--- config.mk ---
export PLATFORM = sky130hd
export DESIGN_NAME = fp_nan_resolver
export DESIGN_NICKNAME = d
export VERILOG_FILES = /design/src/rtl/fpnan_pkg.sv /design/src/rtl/fpnan_classify.sv /design/src/rtl/fpnan_pick.sv /design/src/rtl/fpnan_signop.sv /design/src/rtl/fp_nan_resolver.sv
export SDC_FILE = /design/constraint.sdc
export NUM_CORES = 1
export LEC_CHECK = 0
export ABC_AREA = 1
export BUFFER_PORTS_ARGS = -buffer_cell sky130_fd_sc_hd__buf_2
export CAP_MARGIN = 15
export CORE_MARGIN = 8
export CORE_UTILIZATION = 30
export DETAILED_ROUTE_END_ITERATION = 10
export HOLD_SLACK_MARGIN = 0.03
export SLEW_MARGIN = 20
export SYNTH_ARGS = -nofsm -noshare
export SYNTH_HDL_FRONTEND = slang
export SYNTH_SLANG_ARGS = --single-unit
--- constraint.sdc ---
create_clock -name clk -period 0.8 [get_ports clk]
set_input_delay 0.12 -clock clk [delete_from_list [all_inputs] [get_ports clk]]
set_output_delay 0.12 -clock clk [all_outputs]
set_load 0.02 [all_outputs]
--- src/rtl/fpnan_pkg.sv ---
package fpnan_pkg;

   typedef enum logic [1:0] {
      CLS_ARITH = 2'd0,
      CLS_SIGN  = 2'd1,
      CLS_XFER  = 2'd2,
      CLS_XFER2 = 2'd3
   } op_class_e;

   typedef enum logic [1:0] {
      SGN_COPY = 2'd0,
      SGN_ABS  = 2'd1,
      SGN_NEG  = 2'd2,
      SGN_RSVD = 2'd3
   } sign_op_e;

   localparam int unsigned IW = 64;

endpackage

--- src/rtl/fpnan_classify.sv ---
module fpnan_classify #(
   parameter int unsigned EXP_S      = 8,
   parameter int unsigned FRAC_S     = 23,
   parameter int unsigned EXP_D      = 11,
   parameter int unsigned FRAC_D     = 52,
   parameter bit          HAS_DOUBLE = 1'b1
) (
   input  logic [fpnan_pkg::IW-1:0] word,
   input  logic                     dbl,
   output logic                     is_nan,
   output logic                     is_snan
);
   localparam int unsigned TOP_S = EXP_S + FRAC_S - 1;

   logic s_nan, s_quiet;
   logic d_nan, d_quiet;

   assign s_nan   = (&word[TOP_S:FRAC_S]) && (|word[FRAC_S-1:0]);
   assign s_quiet = word[FRAC_S-1];

   generate
      if (HAS_DOUBLE) begin : g_dbl
         localparam int unsigned TOP_D = EXP_D + FRAC_D - 1;
         assign d_nan   = (&word[TOP_D:FRAC_D]) && (|word[FRAC_D-1:0]);
         assign d_quiet = word[FRAC_D-1];
      end else begin : g_sgl
         assign d_nan   = 1'b0;
         assign d_quiet = 1'b0;
      end
   endgenerate

   always_comb begin
      if (dbl) begin
         is_nan  = d_nan;
         is_snan = d_nan && !d_quiet;
      end else begin
         is_nan  = s_nan;
         is_snan = s_nan && !s_quiet;
      end
   end
endmodule

--- src/rtl/fpnan_pick.sv ---
module fpnan_pick (
   input  logic [fpnan_pkg::IW-1:0] a_word,
   input  logic [fpnan_pkg::IW-1:0] b_word,
   input  logic                     a_nan,
   input  logic                     a_snan,
   input  logic                     b_nan,
   input  logic                     b_snan,
   output logic [fpnan_pkg::IW-1:0] pick
);
   always_comb begin
      if (a_snan)      pick = a_word;
      else if (b_snan) pick = b_word;
      else if (a_nan)  pick = a_word;
      else if (b_nan)  pick = b_word;
      else             pick = '0;
   end
endmodule

--- src/rtl/fpnan_signop.sv ---
module fpnan_signop #(
   parameter int unsigned EXP_S      = 8,
   parameter int unsigned FRAC_S     = 23,
   parameter int unsigned EXP_D      = 11,
   parameter int unsigned FRAC_D     = 52,
   parameter bit          HAS_DOUBLE = 1'b1
) (
   input  logic [fpnan_pkg::IW-1:0] word,
   input  logic                     dbl,
   input  logic [1:0]               op,
   output logic [fpnan_pkg::IW-1:0] result
);
   import fpnan_pkg::*;
   localparam int unsigned SB_S = EXP_S + FRAC_S;

   logic       cur_sign;
   logic       new_sign;
   sign_op_e   sop;

   assign sop = sign_op_e'(op);

   generate
      if (HAS_DOUBLE) begin : g_dbl
         localparam int unsigned SB_D = EXP_D + FRAC_D;
         assign cur_sign = dbl ? word[SB_D] : word[SB_S];
         always_comb begin
            result = word;
            if (dbl) result[SB_D] = new_sign;
            else     result[SB_S] = new_sign;
         end
      end else begin : g_sgl
         assign cur_sign = word[SB_S];
         always_comb begin
            result       = word;
            result[SB_S] = new_sign;
         end
      end
   endgenerate

   always_comb begin
      unique case (sop)
         SGN_ABS: new_sign = 1'b0;
         SGN_NEG: new_sign = !cur_sign;
         default: new_sign = cur_sign;
      endcase
   end
endmodule

--- src/rtl/fp_nan_resolver.sv ---
module fp_nan_resolver #(
   parameter int unsigned EXP_S      = 8,
   parameter int unsigned FRAC_S     = 23,
   parameter int unsigned EXP_D      = 11,
   parameter int unsigned FRAC_D     = 52,
   parameter bit          HAS_DOUBLE = 1'b1,
   localparam int unsigned W_S       = 1 + EXP_S + FRAC_S,
   localparam int unsigned W_D       = 1 + EXP_D + FRAC_D,
   localparam int unsigned DW        = HAS_DOUBLE ? W_D : W_S
) (
   input  logic          clk,
   input  logic          rst_n,
   input  logic          in_valid,
   input  logic [DW-1:0] op_a,
   input  logic [DW-1:0] op_b,
   input  logic          two_ops,
   input  logic          is_double,
   input  logic [1:0]    op_class,
   input  logic [1:0]    sign_op,
   input  logic          dnan_mode,
   input  logic          clr_inv,
   output logic          ovr_valid,
   output logic [DW-1:0] ovr_result,
   output logic          inv_flag
);
   import fpnan_pkg::*;

   generate
      if (W_S != 32) begin : g_bad_s
         $error("single format must be 32 bits wide");
      end
      if (HAS_DOUBLE && (W_D != 64)) begin : g_bad_d
         $error("double format must be 64 bits wide");
      end
   endgenerate

   localparam logic [IW-1:0] DEF_S = IW'({1'b0, {EXP_S{1'b1}}, 1'b1, {(FRAC_S-1){1'b0}}});
   localparam logic [IW-1:0] DEF_D = {1'b0, {EXP_D{1'b1}}, 1'b1, {(FRAC_D-1){1'b0}}};

   op_class_e  cls;
   logic       dbl_eff;
   logic [IW-1:0] opw [2];
   logic [1:0] nan_v, snan_v;
   logic       b_use;
   logic       a_nan, a_snan, b_nan, b_snan;
   logic       nan_any, snan_any;
   logic [IW-1:0] picked, quieted, signed_w, res_d;
   logic       ovr_d, set_inv;

   assign cls     = op_class_e'(op_class);
   assign dbl_eff = HAS_DOUBLE && is_double;

   always_comb begin
      opw[0] = IW'(op_a);
      opw[1] = IW'(op_b);
      if (!dbl_eff) begin
         opw[0][IW-1:32] = '0;
         opw[1][IW-1:32] = '0;
      end
   end

   genvar gi;
   generate
      for (gi = 0; gi < 2; gi++) begin : g_cls
         fpnan_classify #(
            .EXP_S(EXP_S), .FRAC_S(FRAC_S), .EXP_D(EXP_D),
            .FRAC_D(FRAC_D), .HAS_DOUBLE(HAS_DOUBLE)
         ) u_cls (
            .word(opw[gi]), .dbl(dbl_eff),
            .is_nan(nan_v[gi]), .is_snan(snan_v[gi])
         );
      end
   endgenerate

   assign b_use  = two_ops && (cls == CLS_ARITH);
   assign a_nan  = nan_v[0];
   assign a_snan = snan_v[0];
   assign b_nan  = nan_v[1] && b_use;
   assign b_snan = snan_v[1] && b_use;
   assign nan_any  = a_nan || b_nan;
   assign snan_any = a_snan || b_snan;

   fpnan_pick u_pick (
      .a_word(opw[0]), .b_word(opw[1]),
      .a_nan(a_nan), .a_snan(a_snan), .b_nan(b_nan), .b_snan(b_snan),
      .pick(picked)
   );

   always_comb begin
      quieted = picked;
      if (dbl_eff) quieted[FRAC_D-1] = 1'b1;
      else         quieted[FRAC_S-1] = 1'b1;
   end

   fpnan_signop #(
      .EXP_S(EXP_S), .FRAC_S(FRAC_S), .EXP_D(EXP_D),
      .FRAC_D(FRAC_D), .HAS_DOUBLE(HAS_DOUBLE)
   ) u_sign (
      .word(opw[0]), .dbl(dbl_eff), .op(sign_op), .result(signed_w)
   );

   always_comb begin
      unique case (cls)
         CLS_ARITH: begin
            ovr_d = nan_any;
            if (dnan_mode) res_d = dbl_eff ? DEF_D : DEF_S;
            else           res_d = quieted;
         end
         CLS_SIGN: begin
            ovr_d = a_nan;
            res_d = signed_w;
         end
         default: begin
            ovr_d = a_nan;
            res_d = opw[0];
         end
      endcase
   end

   assign set_inv = in_valid && (cls == CLS_ARITH) && snan_any;

   always_ff @(posedge clk or negedge rst_n) begin
      if (!rst_n) begin
         ovr_valid  <= 1'b0;
         ovr_result <= '0;
         inv_flag   <= 1'b0;
      end else begin
         ovr_valid  <= in_valid && ovr_d;
         ovr_result <= (in_valid && ovr_d) ? res_d[DW-1:0] : '0;
         inv_flag   <= (inv_flag && !clr_inv) || set_inv;
      end
   end

   // ---------------- assertions ----------------
   assert_idle_R2: assert property (@(posedge clk) disable iff (!rst_n)
      !in_valid |=> (!ovr_valid && ovr_result == '0));

   assert_snan_sets_R3: assert property (@(posedge clk) disable iff (!rst_n)
      (in_valid && cls == CLS_ARITH && snan_any) |=> inv_flag);

   assert_dnan_word_R4: assert property (@(posedge clk) disable iff (!rst_n)
      (ovr_valid && $past(in_valid) && $past(dnan_mode) && $past(cls) == CLS_ARITH)
      |-> (IW'(ovr_result) == ($past(dbl_eff) ? DEF_D : DEF_S)));

   assert_arith_quiet_R6: assert property (@(posedge clk) disable iff (!rst_n)
      (ovr_valid && $past(cls) == CLS_ARITH && !$past(dbl_eff))
      |-> ovr_result[FRAC_S-1]);

   assert_sign_no_flag_R8: assert property (@(posedge clk) disable iff (!rst_n)
      (in_valid && cls != CLS_ARITH && !inv_flag) |=> !inv_flag);

   assert_xfer_exact_R9: assert property (@(posedge clk) disable iff (!rst_n)
      (in_valid && (cls == CLS_XFER || cls == CLS_XFER2) && dbl_eff)
      |=> (!ovr_valid || ovr_result == $past(op_a)));

   assert_sticky_R10: assert property (@(posedge clk) disable iff (!rst_n)
      (inv_flag && !clr_inv) |=> inv_flag);

   assert_single_upper_R12: assert property (@(posedge clk) disable iff (!rst_n)
      (in_valid && !dbl_eff) |=> (IW'(ovr_result) >> 32) == '0);
endmodule

Word level (Yosys, flattened, before mapping) --
Cells that the tools add are included.
Word-level totals: register bits after elaboration 66, bits of input ports 139, output and inout bits 66, logic and storage cells 60
Cells by class: equal/unequal tests 3, muxes and demuxes 21, reductions and logical operators 33
Operator list (number):
- $mux 64 | 6
- $pmux 64 s2 | 1
- $reduce_or 52->1 | 2
- $mux 32 | 2
- $mux 63 | 1
- $reduce_or 23->1 | 2
- $reduce_and 11->1 | 2
- $reduce_and 8->1 | 2
- $logic_and 1x1->1 | 15
- $mux 1 | 10
- $logic_not 1->1 | 6
- $eq 2x1->1 const B | 2
- $logic_or 1x1->1 | 3
- $eq 2x2->1 const B | 1
- $logic_not 2->1 | 1
- $pmux 1 s2 | 1

Longest topological paths before layout --
depth in word-level cells 13, depth in mapped cells 18, mapped depth without buffers 15

Hierarchy --
From an unflattened synthesis, not the netlist that was laid out.
Second synthesis, totals: cells, all modules 1264, area, all modules 6812.8 um2
Modules (own cells, without submodules):
- fp_nan_resolver | instances 1, cells each 710, area each 4302.9 um2, seq. area each 1651.6 um2
- fpnan_pick | instances 1, cells each 344, area each 1361.3 um2, seq. area each 0.0 um2
- fpnan_classify | instances 2, cells each 66, area each 301.5 um2, seq. area each 0.0 um2
- fpnan_signop | instances 1, cells each 78, area each 545.5 um2, seq. area each 0.0 um2

Worst setup path after synthesis --
No wires, ideal clock.
path type input to register, start input port is_double, end register ovr_result[50], setup time 73 ps, arrival time 1642 ps, data required time 727 ps, slack -915 ps, stages 17, path buffers 4, cell sequence buf_6 > buf_6 > nand2_1 > nand2_1 > nor2_1 > nand2_1 > nor2_1 > nand3_1 > nand2_1 > nand2_2 > nand2_4 > buf_6 > nand2_2 > buf_6 > o21ai_1 > nand2_1 > a21oi_2
On the way: word-level cells in the longest chain between the ends 12, elaborated cells on any way between the ends 28, those cells by class mux: 14; reduce/logical: 14
Ends and longest elaborated chain:
- start: declaration | line fp_nan_resolver.sv:17 | input logic is_double,
- $mux 32 | line fp_nan_resolver.sv:56 | if (!dbl_eff) begin
- $reduce_or 52->1 or $reduce_and 11->1 (tied branches) | line fpnan_classify.sv:24 | assign d_nan = (&word[TOP_D:FRAC_D]) && (|word[FRAC_D-1:0]);
- $logic_and 1x1->1 | line fpnan_classify.sv:24
- $mux 1 | line fpnan_classify.sv:33 | if (dbl) begin
- $logic_and 1x1->1 | line fp_nan_resolver.sv:78 | assign b_nan = nan_v[1] && b_use;
- $mux 64 | line fpnan_pick.sv:14 | else if (b_nan) pick = b_word;
- $mux 64 | line fpnan_pick.sv:13 | else if (a_nan) pick = a_word;
- $mux 64 | line fpnan_pick.sv:12 | else if (b_snan) pick = b_word;
- $mux 64 | line fpnan_pick.sv:11 | if (a_snan) pick = a_word;
- $mux 64 | line fp_nan_resolver.sv:106 | if (dnan_mode) res_d = dbl_eff ? DEF_D : DEF_S;
- $pmux 64 s2 | line fp_nan_resolver.sv:103 | unique case (cls)
- $mux 64 (*) | line fp_nan_resolver.sv:129 | ovr_result <= (in_valid && ovr_d) ? res_d[DW-1:0] : '0;
- end signal: assignment | line fp_nan_resolver.sv:129
- end: declaration | line fp_nan_resolver.sv:23 | output logic [DW-1:0] ovr_result,
Every way passes the cells marked *; elsewhere a longest branch is shown, timed or not.

Worst setup path in the final report --
start input port is_double, end register ovr_result[38]
The elaborated chain is that of the path after synthesis.

==> impl_metrics.env <==
export IMPL_final_cell_area_um2=8930
export IMPL_grt_use_total=0.202
export IMPL_multi_input_area_um2=3180
export IMPL_place_ws_ns=-1.32
export IMPL_rows=45
export IMPL_netlist_instances=707
export IMPL_seqPwrFrac=0.335
export IMPL_status="finished with violations"
export IMPL_min_period_ns=1.69
export IMPL_drc=0
export IMPL_nets=1177
export IMPL_insertion_delay_ns=0.34
export IMPL_intPower_uw=7230
export IMPL_drt_pass1_iterations=7
export IMPL_finalWirelength_um=21400
export IMPL_antenna_found_initial=2
export IMPL_fp_coreArea_um2=15000
export IMPL_path_clk_slew_ns=0.06
export IMPL_layout_common_cells="205 x nand2_1, 131 x buf_2, 103 x buf_4"
export IMPL_port_buffers=204
export IMPL_clock_path_buffers=2
export IMPL_finalHoldViolations=0
export IMPL_max_stage_delay_ns=0.22
export IMPL_worst_setup_path_start_kind="input pin"
export IMPL_drv_slew=0
export IMPL_grt_pass1_wl_um=31500
export IMPL_worst_path_buf_inv=7
export IMPL_path_class="input pin to flip-flop"
export IMPL_pin_count=205
export IMPL_syn2layout_area_growth_pct=97.3
export IMPL_worst_hold_path_type="input pin to flip-flop"
export IMPL_start_util=0.302
export IMPL_synth_distinct_cells=31
export IMPL_setup_viol_count_final=132
export IMPL_first_iter_violations=436
export IMPL_clock_sinks=66
export IMPL_leakagePower_uw=0.00458
export IMPL_vias_per_cell=4.96
export IMPL_ys_ff_latch=66
export IMPL_nFillCells=1343
export IMPL_cp_cell_sequence="buf_16 -> buf_12 -> buf_8 -> nand2_4 -> nand3_2 -> nor2_2 -> nand3_2 -> nand2_4 -> buf_6 -> a21oi_4 -> o21a_1 -> buf_6 -> clkinv_8 -> buf_12 -> a21oi_1"
export IMPL_final_layout_size_suffix_gt1_frac=0.537
export IMPL_slew_headroom=0.750
export IMPL_pwr_share_clk=0.445
export IMPL_yosys_warnings=0
export IMPL_comb_power_share=0.220
export IMPL_switching_share=0.280
export IMPL_worst_ir_drop_vdd_uv=978
export IMPL_syn_avg_cell_area_um2=6.40
export IMPL_gr_total_overflow=0
export IMPL_period_share=2.12
export IMPL_num_vias=6106
export IMPL_diodes=0
export IMPL_fp_dieArea_um2=19300
export IMPL_netlist_area_um2=4530
export IMPL_p_total_uw=10000
export IMPL_finalClockSkew_ns=0
export IMPL_switchingPower_uw=2810
export IMPL_die_h_um=139
export IMPL_htree_levels=3
export IMPL_endpoint_kind="flip-flop"
export IMPL_cap_violations=0
export IMPL_worst_pin_slew_ns=0.375
export IMPL_power_density_nw_per_um2=1120
export IMPL_regArea_um2=1650
export IMPL_grt_max_degree=38
export IMPL_ys_seq_area_frac=0.365
export IMPL_layout_setup_ws_ns=-0.895
export IMPL_dpl_hpwl_um=14100
export IMPL_critical_path_top_delay_family="buffers and inverters"
export IMPL_worstPathArrival_ns=1.96
export IMPL_worstPathMaxFanout=8
export IMPL_numCtsBuffers=9
export IMPL_worstPathRequired_ns=1.06
export IMPL_synth_nets=847
export IMPL_die_width_um=139
export IMPL_cts_tree="yes"
export IMPL_grt_pass1_vias=6082
export IMPL_failed_checks="negative setup slack"
export IMPL_fmax_mhz=590
export IMPL_clock_root_buffer="clkbuf_16"
export IMPL_place_area_um2=6670
export IMPL_slowest_stage="o21a_1"
export IMPL_gp_congestion=0.827
export IMPL_grt_setup_unrepaired="true"
export IMPL_wl_per_cell_um=17.4
export IMPL_drt_antenna_violating_nets=0
export IMPL_final_common_cell="nand2_1"
[layer usage]
layer | track usage | vias to the layer above | wire, um
met1 | 0.240 | 2845 | 8720
li1 | - | 2938 | -
met4 | 0.0820 | 4 | 735
met3 | 0.0468 | 57 | 1440
met5 | 0 | - | 22
met2 | 0.346 | 262 | 10400
[final timing paths]
| path | start | slack (ns) | cells past startpoint | to |
|---|---|---|---|---|
| hold reg to reg | inv_flag | 0.66 | 3 | inv_flag |
| setup reg to reg | inv_flag | 0.06 | 3 | inv_flag |
| hold / removal | op_a[11] | 0.05 | 3 | ovr_result[11] |
| min in group asynchronous | rst_n | 0.29 | 3 | ovr_result[40] |
| setup / recovery | is_double | -0.89 | 15 | ovr_result[38] |
| max in group asynchronous | rst_n | 0.30 | 3 | ovr_result[25] |
[worst min-delay path: stages]
cell and delay [ns]:
buf_2 0.12, nand2_1 0.06, a21oi_1 0.06
[cells in the mapped netlist]
library cell | count | area (um^2)
o211ai_1 | 1 | 7.51
or2_2 | 1 | 6.26
o21ai_1 | 3 | 15.0
nor2_1 | 71 | 267
dfrtp_1 | 66 | 1650
ha_1 | 1 | 12.5
nand2_4 | 3 | 33.8
nand4_1 | 28 | 175
a22oi_1 | 1 | 7.51
buf_4 | 4 | 30.0
nand3_2 | 1 | 10.0
o21a_1 | 1 | 7.51
nand3_1 | 52 | 260
inv_4 | 1 | 6.26
and2_1 | 1 | 6.26
nor3_2 | 1 | 10.0
nor3_1 | 3 | 15.0
nand2_1 | 273 | 1020
nor4_1 | 1 | 6.26
o21ai_2 | 9 | 78.8
inv_1 | 48 | 180
a21oi_1 | 64 | 320
buf_6 | 7 | 78.8
inv_2 | 5 | 18.8
a21oi_2 | 2 | 17.5
clkbuf_1 | 13 | 48.8
buf_2 | 19 | 95.1
o21ai_0 | 23 | 115
nand2_2 | 2 | 12.5
and3_1 | 1 | 6.26
clkinv_1 | 1 | 3.75
[repair_timing]
action	CTS	global route
cloned	9	11
resized for setup	241	140
hold buffers	2	0
setup endpoints to repair	132	132
endpoints found under the hold margin	67	0
buffers inserted	5	12
pin swaps	15	69
[power groups by stage]
stage | clock (uW) | combinational [uW] | sequential, uW
2_1_floorplan | 0 | 634 | 3440
3_3_place_gp | 0 | 1710 | 3420
3_5_place_dp | 0 | 1710 | 3420
4_1_cts | 4510 | 1920 | 3360
5_1_grt | 4650 | 2390 | 3360
6_report | 4460 | 2210 | 3360
[state kept, by name (all words and copies together), names as in the netlist]
name	flops
inv_flag	1
ovr_result	64
ovr_valid	1
[kinds of logic (layout without fill, tap and decap cells)]
logic type	after synthesis	count (layout)	synth area share
flops	66	66	0.365
fa+ha+maj	1	1	0.00276
simple gates	438	440	0.405
compound gates	104	104	0.126
buf+inv	98	431	0.102
[per-stage QoR]
stage	TNS, ns	hold WS, ns	instances	util
floorplan	-55.36	-0.176	707	-
global placement	-81.43	0.107	1176	0.446
detailed placement	-82.70	0.110	1176	0.446
CTS	-61.34	0.0488	1207	0.537
global route	-73.98	0.0606	1230	0.596
finish	-66.90	0.0497	1230	0.596
[layout make-up]
type | instances | share of cell area
well taps | 188 | 0.0263
clock inverters | 6 | 0.00994
flip-flops and latches | 66 | 0.185
inverters | 55 | 0.0262
multi-input cells | 545 | 0.356
repair buffers | 360 | 0.369
clock buffers | 10 | 0.0268
(Power assumes the default switching activity.)
